<file path="config.mk">
export PLATFORM = sky130hd
export DESIGN_NAME = dnorm_accum
export DESIGN_NICKNAME = d
export VERILOG_FILES = /design/src/rtl/dnorm_pkg.sv /design/src/rtl/dnorm_unpack.sv /design/src/rtl/dnorm_order.sv /design/src/rtl/dnorm_align.sv /design/src/rtl/dnorm_accum.sv
export SDC_FILE = /design/constraint.sdc
export NUM_CORES = 1
export LEC_CHECK = 0
export ABC_AREA = 1
export BUFFER_PORTS_ARGS = -buffer_cell sky130_fd_sc_hd__buf_4
export CAP_MARGIN = 10
export CORE_UTILIZATION = 57
export DETAILED_ROUTE_END_ITERATION = 8
export MAX_ROUTING_LAYER = met4
export PLACE_DENSITY = 0.79
export SLEW_MARGIN = 20
export SYNTH_ARGS = -nofsm -noshare
export SYNTH_HDL_FRONTEND = slang
export SYNTH_SLANG_ARGS = --single-unit
</file>
<file path="constraint.sdc">
create_clock -name clk -period 6.05 [get_ports clk]
set_input_delay 0.605 -clock clk [delete_from_list [all_inputs] [get_ports clk]]
set_output_delay 0.605 -clock clk [all_outputs]
set_load 0.02 [all_outputs]
</file>
<file path="src/rtl/dnorm_pkg.sv">
package dnorm_pkg;

    // Which operand acts as the alignment reference.
    typedef enum logic {
        REF_STORED = 1'b0,
        REF_INPUT  = 1'b1
    } ref_sel_e;

endpackage

</file>
<file path="src/rtl/dnorm_unpack.sv">
module dnorm_unpack #(
    parameter int EXP_W  = 5,
    parameter int FRAC_W = 10,
    parameter int ACC_W  = 24,
    localparam int WORD_W = 1 + EXP_W + FRAC_W,
    localparam int PAD_W  = ACC_W - FRAC_W - 1
) (
    input  logic [WORD_W-1:0] word_i,
    output logic [EXP_W-1:0]  exp_o,
    output logic [ACC_W-1:0]  man_o
);

    logic              sign_w;
    logic [FRAC_W-1:0] frac_w;
    logic [ACC_W-1:0]  sig_ext;

    always_comb begin
        sign_w  = word_i[WORD_W-1];
        exp_o   = word_i[WORD_W-2:FRAC_W];
        frac_w  = word_i[FRAC_W-1:0];
        // hidden one restored, then zero-extended to the accumulator width
        sig_ext = {{PAD_W{1'b0}}, 1'b1, frac_w};
        man_o   = sign_w ? (~sig_ext + 1'b1) : sig_ext;
    end

endmodule

</file>
<file path="src/rtl/dnorm_order.sv">
module dnorm_order
    import dnorm_pkg::*;
#(
    parameter int EXP_W = 5,
    parameter int ACC_W = 24
) (
    input  logic [EXP_W-1:0] st_exp_i,
    input  logic [ACC_W-1:0] st_man_i,
    input  logic [EXP_W-1:0] in_exp_i,
    input  logic [ACC_W-1:0] in_man_i,
    output ref_sel_e         sel_o,
    output logic [EXP_W-1:0] res_exp_o,
    output logic [EXP_W-1:0] shift_o,
    output logic [ACC_W-1:0] ref_man_o,
    output logic [ACC_W-1:0] sml_man_o
);

    always_comb begin
        if (in_exp_i > st_exp_i) begin
            sel_o     = REF_INPUT;
            res_exp_o = in_exp_i;
            shift_o   = in_exp_i - st_exp_i;
            ref_man_o = in_man_i;
            sml_man_o = st_man_i;
        end else begin
            sel_o     = REF_STORED;
            res_exp_o = st_exp_i;
            shift_o   = st_exp_i - in_exp_i;
            ref_man_o = st_man_i;
            sml_man_o = in_man_i;
        end
    end

endmodule

</file>
<file path="src/rtl/dnorm_align.sv">
module dnorm_align #(
    parameter int ACC_W = 24,
    parameter int SH_W  = 5
) (
    input  logic [ACC_W-1:0] man_i,
    input  logic [SH_W-1:0]  shift_i,
    output logic [ACC_W-1:0] man_o
);

    logic             neg_w;
    logic [ACC_W-1:0] mag_w;
    logic [ACC_W-1:0] stage [0:SH_W];

    always_comb begin
        neg_w    = man_i[ACC_W-1];
        mag_w    = neg_w ? (~man_i + 1'b1) : man_i;
        stage[0] = mag_w;
    end

    // logarithmic shifter on the magnitude; shifting past the width yields zero
    for (genvar i = 0; i < SH_W; i++) begin : g_stage
        always_comb begin
            stage[i+1] = shift_i[i] ? (stage[i] >> (1 << i)) : stage[i];
        end
    end

    always_comb begin
        man_o = neg_w ? (~stage[SH_W] + 1'b1) : stage[SH_W];
    end

endmodule

</file>
<file path="src/rtl/dnorm_accum.sv">
module dnorm_accum
    import dnorm_pkg::*;
#(
    parameter int EXP_W  = 5,
    parameter int FRAC_W = 10,
    parameter int ACC_W  = 24,
    localparam int WORD_W = 1 + EXP_W + FRAC_W
) (
    input  logic              clk,
    input  logic              rst_n,
    input  logic              clr,
    input  logic              in_valid,
    input  logic [WORD_W-1:0] in_data,
    output logic [EXP_W-1:0]  acc_exp,
    output logic [ACC_W-1:0]  acc_man
);

    typedef struct packed {
        logic [EXP_W-1:0] exp;
        logic [ACC_W-1:0] man;
    } acc_t;

    acc_t acc_d, acc_q;

    logic [EXP_W-1:0] in_exp_w;
    logic [ACC_W-1:0] in_man_w;
    ref_sel_e         sel_w;
    logic [EXP_W-1:0] res_exp_w;
    logic [EXP_W-1:0] shift_w;
    logic [ACC_W-1:0] ref_man_w;
    logic [ACC_W-1:0] sml_man_w;
    logic [ACC_W-1:0] aligned_w;

    dnorm_unpack #(
        .EXP_W (EXP_W),
        .FRAC_W(FRAC_W),
        .ACC_W (ACC_W)
    ) u_unpack (
        .word_i(in_data),
        .exp_o (in_exp_w),
        .man_o (in_man_w)
    );

    dnorm_order #(
        .EXP_W(EXP_W),
        .ACC_W(ACC_W)
    ) u_order (
        .st_exp_i (acc_q.exp),
        .st_man_i (acc_q.man),
        .in_exp_i (in_exp_w),
        .in_man_i (in_man_w),
        .sel_o    (sel_w),
        .res_exp_o(res_exp_w),
        .shift_o  (shift_w),
        .ref_man_o(ref_man_w),
        .sml_man_o(sml_man_w)
    );

    dnorm_align #(
        .ACC_W(ACC_W),
        .SH_W (EXP_W)
    ) u_align (
        .man_i  (sml_man_w),
        .shift_i(shift_w),
        .man_o  (aligned_w)
    );

    always_comb begin
        acc_d = acc_q;
        if (clr) begin
            acc_d.exp = '0;
            acc_d.man = '0;
        end else if (in_valid) begin
            acc_d.exp = res_exp_w;
            // plain signed add, no renormalization; wraps at the width
            acc_d.man = (sel_w == REF_INPUT) ? (ref_man_w + aligned_w)
                                             : (acc_q.man + aligned_w);
        end
    end

    always_ff @(posedge clk or negedge rst_n) begin
        if (!rst_n) begin
            acc_q <= '0;
        end else begin
            acc_q <= acc_d;
        end
    end

    assign acc_exp = acc_q.exp;
    assign acc_man = acc_q.man;

endmodule

</file>
==> metrics.cfg, run 1 <==
[global_route]
track_usage_pct = 90.4
grt_overflow = 327
grt_max_degree = 35

[yosys]
synth_seq_cells = 29
yosysWarnings = 0
synth_nets = 1198
ys_seq_area_share_pct = 11.4
syn_avg_cell_area_um2 = 5.60
synth_cell_types = 44
netlist_instances = 1136
synth.cell_area_um2 = 6360

[placed_design]
dpl.hpwl_um = 19800
portBuffers = 48
place_ws_ns = -0.727
gp_congestion = 0.991
dp_cells = 1511
place_area_um2 = 8440

[outcome]
error = [ERROR GRT-0232] Routing congestion too high. Check the congestion heatmap in the GUI.
status = aborted with a tool error
stop_stage = global routing (5_1_grt)

[timing]
worst-ep-kind = register data pin
grt_repair_worst_endpoint = acc_man[22]$_DFFE_PN0P_/D

[floorplanning]
die_h_um = 108
fp.dieW_um = 108
num_io_pins = 49
num_rows = 38
start_util_pct = 58.7

[clock_network]
cts_buffer_depth = 2
clkSinkCount = 29
numCtsBuffers = 5
h-tree-depth = 2
root_buffer = clkbuf_8

## per-layer routing
layer  global-route usage (%)  overflow
met5                        -         -
met4                     97.4        86
met3                     70.6         9
met2                      107       220
met1                     86.2        12
## cell usage after synthesis (all sizes together)
| cell | instances | area (um2) |
|---|---|---|
| a211oi | 1 | 7.51 |
| a21boi | 1 | 7.51 |
| a21oi | 42 | 210 |
| a221oi | 1 | 8.76 |
| a31oi | 2 | 12.5 |
| buf | 34 | 241 |
| clkbuf | 9 | 37.5 |
| clkinv | 3 | 11.3 |
| dfrtp | 29 | 726 |
| fa | 3 | 60.1 |
| ha | 39 | 488 |
| inv | 134 | 503 |
| mux2i | 2 | 23.8 |
| nand2 | 362 | 1430 |
| nand3 | 224 | 1180 |
| nand3b | 2 | 27.5 |
| nand4 | 14 | 93.8 |
| nor2 | 97 | 412 |
| nor3 | 4 | 20.0 |
| nor4 | 2 | 12.5 |
| o211ai | 2 | 15.0 |
| o21a | 3 | 22.5 |
| o21ai | 70 | 362 |
| o21bai | 2 | 15.0 |
| o22ai | 18 | 113 |
| o31ai | 4 | 30.0 |
| xnor2 | 10 | 87.6 |
| xor2 | 22 | 208 |
## per-stage QoR
step	hold slack (ns)	setup TNS, ns	utilization [%]
floorplan	0.309	0	-
global placement	0.547	-1.76	77.9
detailed placement	0.551	-3.88	77.9
CTS	0.240	-0.248	85.2
## cell families after synthesis
logic type               share of synthesized area (%)
AND/OR/NAND/NOR                                   49.9
buffers and inverters                             12.5
multiplexers                                     0.374
AO/OA/AOI/OAI                                     12.6
adder cells (fa/ha/maj)                           8.62
flip-flops                                        11.4
XOR/XNOR                                          4.64
## repair_timing
action | in CTS
hold buffers | 0
pin swaps | 59
gates cloned | 1
endpoints found under the setup margin | 7
resized for setup | 90
setup buffers | 47
==> run 2: changes to the inputs <==
--- a/config.mk
+++ b/config.mk
@@ -8,10 +8,9 @@
 export ABC_AREA = 1
 export BUFFER_PORTS_ARGS = -buffer_cell sky130_fd_sc_hd__buf_4
 export CAP_MARGIN = 10
-export CORE_UTILIZATION = 57
+export CORE_UTILIZATION = 40
 export DETAILED_ROUTE_END_ITERATION = 8
-export MAX_ROUTING_LAYER = met4
-export PLACE_DENSITY = 0.79
+export PLACE_DENSITY_LB_ADDON = 0.15
 export SLEW_MARGIN = 20
 export SYNTH_ARGS = -nofsm -noshare
 export SYNTH_HDL_FRONTEND = slang
==> constraint.sdc (replaced) <==
create_clock -name clk -period 7.87 [get_ports clk]
set_input_delay 0.787 -clock clk [delete_from_list [all_inputs] [get_ports clk]]
set_output_delay 0.787 -clock clk [all_outputs]
set_load 0.02 [all_outputs]
==> metrics.cfg, run 2 <==
[outcome]
status = finished, final reports clean

[timing]
timing.fmax_mhz = 139
fin_crit_ns = 7.21
setup_violations = 0
finalHoldViolCount = 0
finalClockSkew_ns = 0.00594
post-route-period-util_pct = 91.6
rsz0062_at_grt = no
relSlewSlack_pct = 49.8
worst_slew_pin_slew_ns = 0.745
fin_tns_setup_ns = 0
maxSlewViolCount = 0

[setup_path]
cp_slowest_cell = ha_2
worstPathRequired_ns = 8.01
critPathMostFrequentCell = nand2_1
startpoint_type = primary input
cp-end-kind = flip-flop
arrival_ns = 7.35
cpPeakStageDelay_ns = 0.39
worstSetupPathType = primary input to flip-flop
crit_path_max_fanout = 19

[yosys]
synth.most_common_cell = nand2_1
synth_top_cell_area_share_pct = 20.1  ; unchanged
yosysWarnings = 0  ; unchanged
synthMuxAreaShare_pct = 0.374  ; unchanged
synth_top_family_by_area = simple AND/OR/NAND/NOR gates
synth_top_area_cell = nand2_1
netlist_top_cells_area = nand2_1, nand3_1, dfrtp_1
ys_seq_area_share_pct = 11.4  ; unchanged
synth_xor_area_share_pct = 4.64  ; unchanged
synth.cell_area_um2 = 6360  ; unchanged
ys.flop_type = dfrtp_1
synth_seq_cells = 29  ; unchanged
synth_compound_area_share_pct = 12.6  ; unchanged
synthAdderAreaFrac_pct = 8.62  ; unchanged
synth_common_cells = nand2_1, nand3_1, inv_1, nor2_1, o21ai_0
async_reset_ff_share_pct = 100  ; unchanged
synth_nets = 1198  ; unchanged
synth_edf_count = 0  ; unchanged
syn_avg_cell_area_um2 = 5.60  ; unchanged
synth_cell_types = 44  ; unchanged
synth-simple-area-share_pct = 49.9  ; unchanged
netlist_instances = 1136  ; unchanged

[floorplanning]
die_h_um = 128  ; +19%
num_rows = 45  ; +18%
die_area_um2 = 16400
fp.dieW_um = 128  ; +19%
coreArea_um2 = 15400
num_io_pins = 49  ; unchanged
start_util_pct = 41.4  ; -17 points

[route]
first_pass_iters = 6
drtIter0Drc = 675
drc = 0
routedWlPerCell_um = 16.6
wl_um = 22900
drtAntennaViolNets = 0
viasPerCell = 5.54
via_count = 7656

[clock_network]
cts_hold_buffers = 0  ; unchanged
clk_pin_slew_ns = 0.05
cts_buffer_depth = 2  ; unchanged
clkSinkCount = 29  ; unchanged
numCtsBuffers = 5  ; unchanged
clk_latency_ns = 0.28
root_buffer = clkbuf_16
cts_tree = built
h-tree-depth = 2  ; unchanged

[final_layout]
layout_common_cells = nand2_1, nand3_1, inv_1
area_growth_pct = 11.0
largest_reg_flops = 24
nFillCells = 1687
multiInputGateArea_um2 = 4860
final_common_cell = nand2_1
fin_nets = 1232
postLayoutCoreUtil_pct = 45.9
register_area_um2 = 726
final_layout_size_suffix_gt1_share_pct = 12.0
num_antenna_cells = 0
stdcell_count = 1382

[global_route]
grt_pass1_vias = 6991
grt_max_degree = 35
grt_overflow = 0
track_usage_pct = 28.4
grt_first_pass_wirelength_um = 36400
antenna_found_initial = 0

[power]
power_leakage_nw = 3.78
vdd_drop_max_v = 0.000236
power_density_nw_per_um2 = 435

[placed_design]
dp_cells = 1374  ; -9.1%
portBuffers = 48  ; unchanged
gp_congestion = 0.965  ; -2.6%
dpl.hpwl_um = 18800  ; -5.2%

[min_path]
worstHoldPathType = primary input to asynchronous set/reset pin

[job]
drv_cap = 0

## run 2: cell counts after synthesis
No cell type changed its count.
## run 2: what timing repair did
action | 4_1_cts | 5_1_grt
gates resized for setup | 0 | 8
buffers inserted | 0 | 0
endpoints found under the setup margin | 0 | 3
## run 2: area by class of cell
type / instances / area share [%]
inverters: 137 / 7.32
well taps: 211 / 3.74
clock inverters: 1 / 0.425
clock buffers: 7 / 2.02
repair buffers: 70 / 7.44
flip-flops and latches: 29 / 10.3
multi-input cells: 927 / 68.8
## run 2: cell families (layout without fill, tap and decap cells)
group	Yosys count	count (layout)
compound gates	146	146
mux	2	2
buf+inv	180	215
flops	29	29
fa+ha+maj	42	42
simple gates	705	705
xor+xnor	32	32
## run 2: metrics by stage
stage          worst slack [ns]  cell area (um2)  hold slack [ns]  power (W)
2_1_floorplan              1.38             6360            0.491    0.00212
3_3_place_gp              0.234             6880            0.574    0.00279
3_5_place_dp              0.178             6880            0.564    0.00278
4_1_cts                   0.454             7050            0.449    0.00302
5_1_grt                 0.00244             7060            0.462    0.00337
6_report                  0.661             7060            0.435    0.00307
## run 2: power breakdown
group | leakage, nW | switching [W] | total (W) | internal, W
clock | 0.0841 | 0.0000676 | 0.000226 | 0.000158
combinational | 3.31 | 0.00173 | 0.00258 | 0.000854
sequential | 0.386 | 0.0000662 | 0.000261 | 0.000195
total | 3.78 | 0.00186 | 0.00307 | 0.00121
## run 2: path summary, 6_finish.rpt
| path | start | end | slack (ns) | cells past startpoint |
|---|---|---|---|---|
| setup / recovery | in_data[13] | acc_man[22]$_DFFE_PN0P_ | 0.66 | 52 |
| hold / removal | rst_n | acc_exp[3]$_DFFE_PN0P_ | 0.44 | 1 |
| setup reg to reg | acc_exp[3]$_DFFE_PN0P_ | acc_man[22]$_DFFE_PN0P_ | 0.86 | 50 |
| hold reg to reg | acc_man[21]$_DFFE_PN0P_ | acc_man[21]$_DFFE_PN0P_ | 0.59 | 2 |
| max in group asynchronous | rst_n | acc_man[4]$_DFFE_PN0P_ | 7.13 | 1 |
| min in group clk | acc_man[21]$_DFFE_PN0P_ | acc_man[21]$_DFFE_PN0P_ | 0.59 | 2 |
## run 2: worst max-delay path: cells and delay by family
kind | cells | cell delay (ns)
AOI/OAI and AO/OA | 12 | 1.72
xor gates and xnor gates | 1 | 0.16
and+or+nand+nor | 30 | 3.41
buffers and inverters | 7 | 0.53
adders and majority gates | 2 | 0.71
## run 2: layer usage
metal  up-vias  part of all wire (%)  global-route usage, %  routed length (um)
met5         -                     0                      0                   0
met4         0                   3.1                   9.48                 703
met3        48                   8.9                   4.30                2040
met2       331                    42                   43.4                9670
met1      3491                    46                   40.6               10500
li1       3786                     -                      -                   -
(Power assumes the default switching activity.)
